==> src/rtl/eeprom_cfg_pkg.sv <==
package eeprom_cfg_pkg;

    localparam logic [15:0] SIG_WORD  = 16'h8129;
    localparam logic [15:0] VENDOR_ID = 16'h10EC;
    localparam logic [15:0] DEVICE_ID = 16'h8139;
    localparam logic [1:0]  OP_READ   = 2'b10;

    // word indices of loaded fields (lower byte address = low half)
    localparam int W_SUBVEN = 3;   // bytes 06h/07h
    localparam int W_SUBID  = 4;   // bytes 08h/09h
    localparam int W_TIMERS = 5;   // 0Ah grant, 0Bh latency
    localparam int W_MEDIA  = 6;   // 0Ch media byte, 0Dh cfg3
    localparam int W_STA0   = 7;   // 0Eh..13h station address
    localparam int STA_WORDS = 3;
    localparam int W_CFG01  = 10;  // 14h cfg0, 15h cfg1
    localparam int W_CFG4   = 15;  // 1Eh cfg4

    typedef enum logic [1:0] {MW_IDLE, MW_SHIFT, MW_GAP} mw_state_e;
    typedef enum logic [1:0] {SQ_BOOT, SQ_ISSUE, SQ_WAIT, SQ_IDLE} sq_state_e;

    typedef struct packed {
        logic [15:0] sub_vendor;
        logic [15:0] sub_id;
        logic [7:0]  min_grant;
        logic [7:0]  max_lat;
        logic [7:0]  media;
        logic [7:0]  cfg3;
        logic [47:0] station;
        logic [7:0]  cfg0;
        logic [7:0]  cfg1;
        logic [7:0]  cfg4;
    } cfg_fields_t;

    localparam cfg_fields_t FIELD_DEFAULTS = '0;

endpackage

==> src/rtl/ecl_serial.sv <==
module ecl_serial
    import eeprom_cfg_pkg::*;
#(
    parameter int HALF_DIV = 4,
    parameter int AW       = 6
) (
    input  logic          clk,
    input  logic          rst_n,
    input  logic          req,
    input  logic [AW-1:0] addr,
    output logic          done,
    output logic [15:0]   rdata,
    output logic          mw_cs,
    output logic          mw_sk,
    output logic          mw_do,
    input  logic          mw_di
);
    localparam int CMD_W      = AW + 3;
    localparam int DATA_START = CMD_W + 1;
    localparam int LAST_BIT   = CMD_W + 16;
    localparam int BIT_W      = $clog2(LAST_BIT + 1);
    localparam int GAP_CNT    = 2 * HALF_DIV;
    localparam int CNT_W      = $clog2(GAP_CNT + 1);

    typedef struct packed {
        mw_state_e        st;
        logic [CNT_W-1:0] cnt;
        logic [BIT_W-1:0] bidx;
        logic             high;
        logic [CMD_W-1:0] cmd;
        logic [15:0]      data;
        logic             cs;
        logic             sk;
        logic             done;
    } ser_t;

    ser_t s_d, s_q;

    always_comb begin
        s_d      = s_q;
        s_d.done = 1'b0;
        case (s_q.st)
            MW_IDLE: begin
                if (req) begin
                    s_d.st   = MW_SHIFT;
                    s_d.cnt  = '0;
                    s_d.bidx = '0;
                    s_d.high = 1'b0;
                    s_d.cs   = 1'b1;
                    s_d.sk   = 1'b0;
                    s_d.cmd  = {1'b1, OP_READ, addr};
                end
            end
            MW_SHIFT: begin
                if (s_q.cnt == CNT_W'(HALF_DIV - 1)) begin
                    s_d.cnt = '0;
                    if (!s_q.high) begin
                        s_d.high = 1'b1;
                        s_d.sk   = 1'b1;
                    end else begin
                        s_d.high = 1'b0;
                        s_d.sk   = 1'b0;
                        if (s_q.bidx >= BIT_W'(DATA_START))
                            s_d.data = {s_q.data[14:0], mw_di};
                        if (s_q.bidx == BIT_W'(LAST_BIT)) begin
                            s_d.st  = MW_GAP;
                            s_d.cs  = 1'b0;
                            s_d.cmd = '0;
                        end else begin
                            s_d.bidx = s_q.bidx + BIT_W'(1);
                            s_d.cmd  = s_q.cmd << 1;
                        end
                    end
                end else begin
                    s_d.cnt = s_q.cnt + CNT_W'(1);
                end
            end
            MW_GAP: begin
                if (s_q.cnt == CNT_W'(GAP_CNT - 1)) begin
                    s_d.st   = MW_IDLE;
                    s_d.cnt  = '0;
                    s_d.done = 1'b1;
                end else begin
                    s_d.cnt = s_q.cnt + CNT_W'(1);
                end
            end
            default: s_d.st = MW_IDLE;
        endcase
    end

    always_ff @(posedge clk) begin
        if (!rst_n) begin
            s_q <= '{st: MW_IDLE, default: '0};
        end else begin
            s_q <= s_d;
        end
    end

    assign done  = s_q.done;
    assign rdata = s_q.data;
    assign mw_cs = s_q.cs;
    assign mw_sk = s_q.sk;
    assign mw_do = s_q.cmd[CMD_W-1];


    sk_needs_cs_chk: assert property (@(posedge clk) disable iff (!rst_n)
        !mw_cs |-> !mw_sk);

    cs_gap_chk: assert property (@(posedge clk) disable iff (!rst_n)
        $fell(mw_cs) |=> !mw_cs);

    req_when_idle_chk: assert property (@(posedge clk) disable iff (!rst_n)
        req |-> (s_q.st == MW_IDLE));

    done_single_chk: assert property (@(posedge clk) disable iff (!rst_n)
        done |=> !done);

endmodule

==> src/rtl/ecl_seq.sv <==
module ecl_seq
    import eeprom_cfg_pkg::*;
#(
    parameter int AW        = 6,
    parameter int LAST_WORD = 24
) (
    input  logic          clk,
    input  logic          rst_n,
    input  logic          start,
    input  logic          eng_done,
    input  logic [15:0]   eng_data,
    output logic          eng_req,
    output logic [AW-1:0] eng_addr,
    output logic          wr_en,
    output logic          clr,
    output logic          busy,
    output logic          done,
    output logic          sig_ok
);
    typedef struct packed {
        sq_state_e     st;
        logic [AW-1:0] addr;
        logic          done;
        logic          ok;
    } seq_t;

    seq_t q_d, q_q;

    always_comb begin
        q_d      = q_q;
        q_d.done = 1'b0;
        wr_en    = 1'b0;
        clr      = 1'b0;
        case (q_q.st)
            SQ_BOOT: begin
                q_d.st   = SQ_ISSUE;
                q_d.addr = '0;
                q_d.ok   = 1'b0;
            end
            SQ_IDLE: begin
                if (start) begin
                    q_d.st   = SQ_ISSUE;
                    q_d.addr = '0;
                    q_d.ok   = 1'b0;
                end
            end
            SQ_ISSUE: q_d.st = SQ_WAIT;
            SQ_WAIT: begin
                if (eng_done) begin
                    if (q_q.addr == '0 && eng_data != SIG_WORD) begin
                        clr      = 1'b1;
                        q_d.st   = SQ_IDLE;
                        q_d.done = 1'b1;
                        q_d.ok   = 1'b0;
                    end else begin
                        wr_en = 1'b1;
                        if (q_q.addr == AW'(LAST_WORD)) begin
                            q_d.st   = SQ_IDLE;
                            q_d.done = 1'b1;
                            q_d.ok   = 1'b1;
                        end else begin
                            q_d.addr = q_q.addr + AW'(1);
                            q_d.st   = SQ_ISSUE;
                        end
                    end
                end
            end
            default: q_d.st = SQ_IDLE;
        endcase
    end

    always_ff @(posedge clk) begin
        if (!rst_n) begin
            q_q <= '{st: SQ_BOOT, default: '0};
        end else begin
            q_q <= q_d;
        end
    end

    assign eng_req  = (q_q.st == SQ_ISSUE);
    assign eng_addr = q_q.addr;
    assign busy     = (q_q.st != SQ_IDLE);
    assign done     = q_q.done;
    assign sig_ok   = q_q.ok;


    done_not_busy_chk: assert property (@(posedge clk) disable iff (!rst_n)
        done |-> !busy);

    ok_rises_with_done_chk: assert property (@(posedge clk) disable iff (!rst_n)
        $rose(sig_ok) |-> done);

    retrig_ignored_chk: assert property (@(posedge clk) disable iff (!rst_n)
        (start && q_q.st == SQ_WAIT && !eng_done) |=> $stable(q_q.addr));

    addr_ascend_chk: assert property (@(posedge clk) disable iff (!rst_n)
        !$stable(q_q.addr) |-> (q_q.addr == $past(q_q.addr) + AW'(1) || q_q.addr == '0));

endmodule

==> src/rtl/ecl_regs.sv <==
module ecl_regs
    import eeprom_cfg_pkg::*;
#(
    parameter int AW = 6
) (
    input  logic          clk,
    input  logic          rst_n,
    input  logic          wr_en,
    input  logic          clr,
    input  logic [AW-1:0] wr_idx,
    input  logic [15:0]   wr_data,
    output cfg_fields_t   fields
);
    cfg_fields_t f_d, f_q;

    always_comb begin
        f_d = f_q;
        if (clr) begin
            f_d = FIELD_DEFAULTS;
        end else if (wr_en) begin
            case (wr_idx)
                AW'(W_SUBVEN): f_d.sub_vendor = wr_data;
                AW'(W_SUBID):  f_d.sub_id     = wr_data;
                AW'(W_TIMERS): begin
                    f_d.min_grant = wr_data[7:0];
                    f_d.max_lat   = wr_data[15:8];
                end
                AW'(W_MEDIA): begin
                    f_d.media = wr_data[7:0];
                    f_d.cfg3  = wr_data[15:8];
                end
                AW'(W_CFG01): begin
                    f_d.cfg0 = wr_data[7:0];
                    f_d.cfg1 = wr_data[15:8];
                end
                AW'(W_CFG4): f_d.cfg4 = wr_data[7:0];
                default: ;
            endcase
            for (int k = 0; k < STA_WORDS; k++) begin
                if (wr_idx == AW'(W_STA0 + k))
                    f_d.station[16*k +: 16] = wr_data;
            end
        end
    end

    always_ff @(posedge clk) begin
        if (!rst_n) begin
            f_q <= FIELD_DEFAULTS;
        end else begin
            f_q <= f_d;
        end
    end

    assign fields = f_q;


    hold_without_write_chk: assert property (@(posedge clk) disable iff (!rst_n)
        (!wr_en && !clr) |=> $stable(fields));

    clear_to_default_chk: assert property (@(posedge clk) disable iff (!rst_n)
        clr |=> (fields == FIELD_DEFAULTS));

endmodule

==> src/rtl/eeprom_cfg_loader.sv <==
module eeprom_cfg_loader
    import eeprom_cfg_pkg::*;
#(
    parameter int HALF_DIV = 4,
    parameter int AW       = 6,
    parameter int END_BYTE = 49
) (
    input  logic        clk,
    input  logic        rst_n,
    input  logic        start,
    output logic        busy,
    output logic        done,
    output logic        sig_ok,
    output logic        mw_cs,
    output logic        mw_sk,
    output logic        mw_do,
    input  logic        mw_di,
    output logic [15:0] vendor_id,
    output logic [15:0] device_id,
    output logic [15:0] sub_vendor_id,
    output logic [15:0] sub_id,
    output logic [7:0]  min_grant,
    output logic [7:0]  max_latency,
    output logic [7:0]  cfg0,
    output logic [7:0]  cfg1,
    output logic [7:0]  cfg3,
    output logic [7:0]  cfg4,
    output logic [7:0]  media_status,
    output logic [15:0] basic_ctl,
    output logic        adv_pause,
    output logic [47:0] station_addr
);
    localparam int LAST_WORD = END_BYTE / 2;

    logic          eng_req, eng_done, wr_en, clr;
    logic [AW-1:0] eng_addr;
    logic [15:0]   eng_data;
    cfg_fields_t   fields;

    ecl_serial #(.HALF_DIV(HALF_DIV), .AW(AW)) u_serial (
        .clk(clk), .rst_n(rst_n), .req(eng_req), .addr(eng_addr),
        .done(eng_done), .rdata(eng_data),
        .mw_cs(mw_cs), .mw_sk(mw_sk), .mw_do(mw_do), .mw_di(mw_di)
    );

    ecl_seq #(.AW(AW), .LAST_WORD(LAST_WORD)) u_seq (
        .clk(clk), .rst_n(rst_n), .start(start),
        .eng_done(eng_done), .eng_data(eng_data),
        .eng_req(eng_req), .eng_addr(eng_addr),
        .wr_en(wr_en), .clr(clr),
        .busy(busy), .done(done), .sig_ok(sig_ok)
    );

    ecl_regs #(.AW(AW)) u_regs (
        .clk(clk), .rst_n(rst_n), .wr_en(wr_en), .clr(clr),
        .wr_idx(eng_addr), .wr_data(eng_data), .fields(fields)
    );

    logic unused_media_bits;
    assign unused_media_bits = ^fields.media[3:2];

    assign vendor_id     = VENDOR_ID;
    assign device_id     = DEVICE_ID;
    assign sub_vendor_id = fields.sub_vendor;
    assign sub_id        = fields.sub_id;
    assign min_grant     = fields.min_grant;
    assign max_latency   = fields.max_lat;
    assign cfg0          = fields.cfg0;
    assign cfg1          = fields.cfg1;
    assign cfg3          = fields.cfg3;
    assign cfg4          = fields.cfg4;
    assign station_addr  = fields.station;
    assign media_status  = {fields.media[7:6], 6'b0};
    assign basic_ctl     = {2'b00, fields.media[5], fields.media[4], 3'b000,
                            fields.media[0], 8'h00};
    assign adv_pause     = fields.media[4] & ~fields.media[1];


    pause_needs_autoneg_chk: assert property (@(posedge clk) disable iff (!rst_n)
        adv_pause |-> basic_ctl[12]);

endmodule

==> config.mk <==
export PLATFORM = sky130hd
export DESIGN_NAME = eeprom_cfg_loader
export DESIGN_NICKNAME = d
export VERILOG_FILES = /design/src/rtl/eeprom_cfg_pkg.sv /design/src/rtl/ecl_serial.sv /design/src/rtl/ecl_seq.sv /design/src/rtl/ecl_regs.sv /design/src/rtl/eeprom_cfg_loader.sv
export SDC_FILE = /design/constraint.sdc
export NUM_CORES = 1
export LEC_CHECK = 0
export BUFFER_PORTS_ARGS = -buffer_cell sky130_fd_sc_hd__buf_2
export CAP_MARGIN = 40
export CORE_MARGIN = 5
export CORE_UTILIZATION = 55
export DETAILED_ROUTE_END_ITERATION = 7
export GPL_TIMING_DRIVEN = 0
export PLACE_DENSITY = 0.79
export SLEW_MARGIN = 20
export SYNTH_ARGS = -nofsm -noshare
export SYNTH_HDL_FRONTEND = slang
export SYNTH_SLANG_ARGS = --single-unit
==> constraint.sdc <==
create_clock -name clk -period 2.73 [get_ports clk]
set_clock_uncertainty 0.2 [all_clocks]
set_input_delay 0.1365 -clock clk [delete_from_list [all_inputs] [get_ports clk]]
set_output_delay 0.1365 -clock clk [all_outputs]
set_load 0.1 [all_outputs]
* After elaboration in Yosys (flattened, before gate mapping)
Index checks and enable logic that the tools add are counted.
Operators by class: multiplexer cells 39, bitwise logic cells 3, $lt $le $gt $ge 1, add/sub/neg operators 3, reductions and logical operators 29, equality and inequality tests 31
Operators with widths (number):
- 33-bit 2-to-1 mux | 1
- 15-bit one-hot mux with 2 select lines | 1
- 26-bit 2-to-1 mux | 1
- 6-bit by 3-bit == test with 1-bit output, second input constant | 4
- 6-bit by 4-bit == test with 1-bit output, second input constant | 4
- 2-bit AND reduction | 12
- 21-bit 2-to-1 mux | 1
- 5-bit AND reduction | 4
- 2-bit 2-to-1 mux | 9
- 6-bit one-hot mux with 3 select lines | 1
- 16-bit 2-to-1 mux | 1
- 16-bit inequality test, second input constant | 1
- 2-bit inequality test, second input constant | 7
- 6-bit 2-to-1 mux | 2
- 4-bit one-hot mux with 3 select lines | 1
- 4-bit AND reduction | 3
- 1-bit 2-to-1 mux | 10
- 10-bit 2-to-1 mux | 1
- 5-bit 2-to-1 mux | 2
- 9-bit 2-to-1 mux | 1
- 4-bit 2-to-1 mux | 2
- 8-bit 2-to-1 mux | 1
- 2-bit by 1-bit inequality test with 1-bit output, second input constant | 4
- 2-bit one-hot mux with 4 select lines | 1
- 24 further kinds | 31
Storage, ports and cells: output and inout port bits 191, input port bits 4, flip-flop bits (word level) 186, word-level logic and storage cells 131

* Depth between registers and ports, before layout
depth in word-level cells 6, depth in mapped cells 10, gate-level depth less buffers 7

* By module
Synthesis repeated with hierarchy kept, for this count alone.
Unflattened totals: cell total of the unflattened synthesis 846, area total of the unflattened synthesis 8084.0 sq um
Modules (own cells, without submodules):
- ecl_regs | sequential area each 2722.6 sq um, area an instance 4979.8 sq um, cells each 469, times used 1
- ecl_serial | sequential area each 780.7 sq um, area an instance 1993.2 sq um, cells each 234, times used 1
- ecl_seq | sequential area each 200.2 sq um, area an instance 706.9 sq um, cells each 89, times used 1
- eeprom_cfg_loader | sequential area each 0.0 sq um, area an instance 404.1 sq um, cells each 54, times used 1

* Worst setup path before layout
No wires, ideal clock.
path type register -> register, start point register u_serial.mw_sk (netlist name), end point register u_serial.s_q[24] in the netlist's numbering, path buffers 1, path slack 316 ps, clock period less this slack 2414 ps, cell stages (with the launch flop) 7, arrival time 2082 ps, required time 2398 ps, setup time 132 ps, cells stage by stage dfxtp_1 -> nand4bb_1 -> a21oi_1 -> clkbuf_1 -> o21ai_0 -> o21ai_0 -> a21oi_1
RTL lines:
- to (signal assigned) | RTL line ecl_serial.sv:93 | s_q <= '{st: MW_IDLE, default: '0};
- to (signal assigned) | RTL line ecl_serial.sv:95 | s_q <= s_d;
- to (decl) | RTL line ecl_serial.sv:37 | ser_t s_d, s_q;

* Worst setup path in the final report
start point register u_seq.q_q[8] in the netlist's numbering, end point register u_regs.f_q (netlist bit u_regs.fields[36])
On the way: cells in the longest elaborated chain, start to end 3, elaborated cells on any way between the ends 5, those cells by class 1 x eq/ne; 2 x mux; 2 x reduce/logical
Ends and longest elaborated chain:
- from (decl) | RTL line ecl_seq.sv:27 | seq_t q_d, q_q;
- from (signal assigned) | RTL line ecl_seq.sv:76 | q_q <= q_d;
- 2-bit == test (*) | RTL line ecl_seq.sv:34 | case (q_q.st)
- 1-bit 2-to-1 mux | RTL line ecl_seq.sv:34
- 2-bit AND reduction (no line) / 2-bit OR reduction (equally long branches)
- to (signal assigned) | RTL line ecl_regs.sv:48 | f_q <= FIELD_DEFAULTS;
- to (signal assigned) | RTL line ecl_regs.sv:50 | f_q <= f_d;
- to (decl) | RTL line ecl_regs.sv:14 | cfg_fields_t f_d, f_q;
Mark *: on every way between the ends. The rest lies on a longest branch, timed or not. A chain may end at the register's enable or synchronous reset.

==> metrics.yaml <==
outcome:
  status: "completed"
worst_setup_path:
  startpoint_type: "flop"
  max_stage_delay_ps: 390
  endpoint: "u_regs.fields[36]"
  path_depth: 10
  startpoint: "u_seq.q_q[8]"
  cp_max_fo: 10
  r2r-end: "u_regs.fields[36]"
  r2r-start: "u_seq.q_q[8]"
  critPathCaptureType: "flop"
  cp_cell_sequence: "inv_1 -> ha_1 -> and2_1 -> buf_2 -> and4_1 -> buf_2 -> nand2_2 -> buf_4 -> mux2i_1 -> nor2_1"
  reg2reg_depth: 10
  slowest_stage: "dfxtp_1"
  arrival_ps: 2730
  r2r_setup_slack_ps: 120
  path_common_cell: "buf_2"
  crit_family: "buffers and inverters"
  cp.required_ps: 2850
  critical_path_buf_inv_count: 4
  worst-setup-path-type: "reg2reg"
sta:
  finalCriticalPeriod_ps: 2610
  finalMaxSlewViolations: 0
  timing.final.crit_share: 0.955
  relSlewSlack: 0.491
  setup_tns_ps: 0
  setup_viol_count_final: 0
  tightest_slew_ps: 764
  hold_viol_final: 0
  max_freq_ghz: 0.383
  grt_setup_unrepaired: "no"
grt:
  grt_pass1_wl_um: 33600
  first_global_vias: 6600
  grtUsageTotal: 0.230
  grt.overflow.total: 0
  grt_max_degree: 17
  antenna_found_initial: 0
run:
  cap_violations: 0
floorplan:
  dieWidth_um: 136
  die_h_um: 136
  coreArea_um2: 15700
  ios: 195
  start_util: 0.555
  fp-row-count: 46
  die_area_um2: 18500
synth:
  synthAdderAreaFrac: 0.0215
  synthesis.area_um2: 8720
  synthXorXnorAreaFrac: 0.00402
  synthArstFlopShare: 0
  synth_mux_area_frac: 0.0989
  synth_edf_count: 0
  synth_warnings: 0
  synth_area_per_cell_um2: 8.64
  synth_top_family_by_area: "buffers and inverters"
  yosys.area_share.simple: 0.168
  syn_inst: 1009
  yosys_most_used_dff: "dfxtp_1"
  ys_seq_elements: 183
  ys_types: 57
  synth_compound_area_frac: 0.0866
  yosysSeqAreaShare: 0.420
pwr:
  p_leak_uw: 0.00524
  ir_worst_vdd_mv: 0.701
  cellPowerDensity_nw_per_um2: 611
  p_total_uw: 6430
cts:
  clkTransAtPathRegs_ps: 70
  cts_inserted_buffers: 17
  root_buffer: "clkbuf_16"
  cts.sinks: 183
  cts_tree: "built"
  cts_setup_buffers: 0
  clock_path_buffers: 2
  htreeDepth: 4
  clock_latency_ps: 430
final_layout:
  drive_above_1_share: 0.319
  syn_to_final_growth_pct: 20.7
  antenna_cells: 0
  fin_nets: 1243
placed_design:
  io_buffer_count: 143
  gp_congestion: 0.893
  hpwl_um: 15600
detailed_routing:
  viasPerCell: 4.96
  drt_pre_antenna_iters: 6
  drtIter0Drc: 511
  ant_nets: 0
  routedWlPerCell_um: 14.9
  drt_wl_total_um: 21600
  num_vias: 7207
  drc_errors: 0
worst_hold_path:
  worstHoldPathType: "reg2reg"
[worst reg2reg max path: stages (launching register included)]
cell     delay (ps)
dfxtp_1         390
inv_1            60
ha_1            300
and2_1          190
buf_2           160
and4_1          190
buf_2           190
nand2_2         250
buf_4           280
mux2i_1         230
nor2_1           60
[worst min path at each step]
stage                                   from                 end  cells past startpoint
after floorplan                        mw_di   u_serial.rdata[0]                      2
after global placement                 mw_di   u_serial.rdata[0]                      3
after detailed placement               mw_di   u_serial.rdata[0]                      3
after CTS                   u_regs.fields[5]    u_regs.fields[5]                      2
after global routing      u_regs.fields[102]  u_regs.fields[102]                      2
final                      u_regs.fields[92]   u_regs.fields[92]                      2
[cell usage after synthesis, types with 3 or more instances]
master / n / area (µm²)
xnor2_1: 3 / 26.3
nor4_1: 3 / 18.8
dfxtp_1: 183 / 3660
nor2_1: 103 / 387
ha_1: 15 / 188
nand3_1: 73 / 365
inv_1: 20 / 75.1
nand2_1: 102 / 383
nand2_2: 3 / 18.8
o311ai_0: 3 / 26.3
buf_2: 17 / 85.1
mux2i_1: 85 / 851
clkbuf_1: 40 / 150
and3_1: 4 / 25.0
a31oi_1: 3 / 18.8
a21oi_1: 84 / 420
a22oi_1: 4 / 30.0
o21ai_0: 19 / 95.1
nor2b_1: 7 / 43.8
and4_1: 3 / 26.3
a211oi_1: 3 / 22.5
buf_4: 190 / 1430
[kinds of logic after synthesis]
family | Yosys count
other cells | 2
xor+xnor | 4
compound gates | 131
flops | 183
buf+inv | 268
mux | 86
fa+ha+maj | 15
simple gates | 320
[stage by stage]
stage,setup slack (ps),util,hold slack (ps),std cells,area [µm²]
2_1_floorplan,316,-,80.4,1058,8900
3_3_place_gp,195,0.629,212,1417,9890
3_5_place_dp,158,0.629,218,1418,9890
4_1_cts,138,0.669,256,1452,10500
5_1_grt,2.37,0.669,275,1452,10500
6_report,122,0.669,255,1452,10500
[what timing repair did]
action,4_1_cts,5_1_grt
hold buffers,3,0
resized for setup,0,0
hold endpoints to repair,8,0
[registers in the layout, summed over array words and instances, names as in the netlist]
register        cells
u_seq.eng_addr      6
u_serial.mw_do      1
u_serial.rdata     16
u_seq.q_q           2
u_serial.s_q       19
u_regs.fields     134
u_seq.sig_ok        1
u_seq.done          1
u_serial.mw_sk      1
u_serial.done       1
u_serial.mw_cs      1
[report_power, final]
| part | leakage, µW | switching [µW] | internal (µW) |
|---|---|---|---|
| logic | 0.00348 | 834 | 275 |
| clock network | 0.000282 | 1020 | 1460 |
| registers | 0.00148 | 76.6 | 2760 |
[placed cells by master, fill, tap and decap left out, types with 42 or more instances in the layout]
master,synthesis,final
conb_1,2,51
nand2_1,102,102
clkbuf_1,40,42
dfxtp_1,183,183
buf_4,190,190
a21oi_1,84,84
nor2_1,103,103
nand3_1,73,73
mux2i_1,85,85
buf_2,17,161
[layer usage]
| layer | GRT usage | vias to the layer above | routed length [µm] |
|---|---|---|---|
| met4 | 0.0851 | 0 | 579 |
| li1 | - | 3562 | - |
| met2 | 0.377 | 269 | 10300 |
| met5 | 0 | - | 0 |
| met3 | 0.0492 | 45 | 1390 |
| met1 | 0.299 | 3331 | 9280 |
[cell type report]
type | count | area, µm²
buffer | 247 | 1660
clock buffer | 20 | 447
clock inverter | 11 | 149
fill | 1335 | 5200
inverter | 21 | 78.8
multi-input combinational | 607 | 3500
sequential | 183 | 3660
tap | 216 | 270
timing repair buffer | 147 | 751
Note: power is estimated with default switching activity, not from simulation.
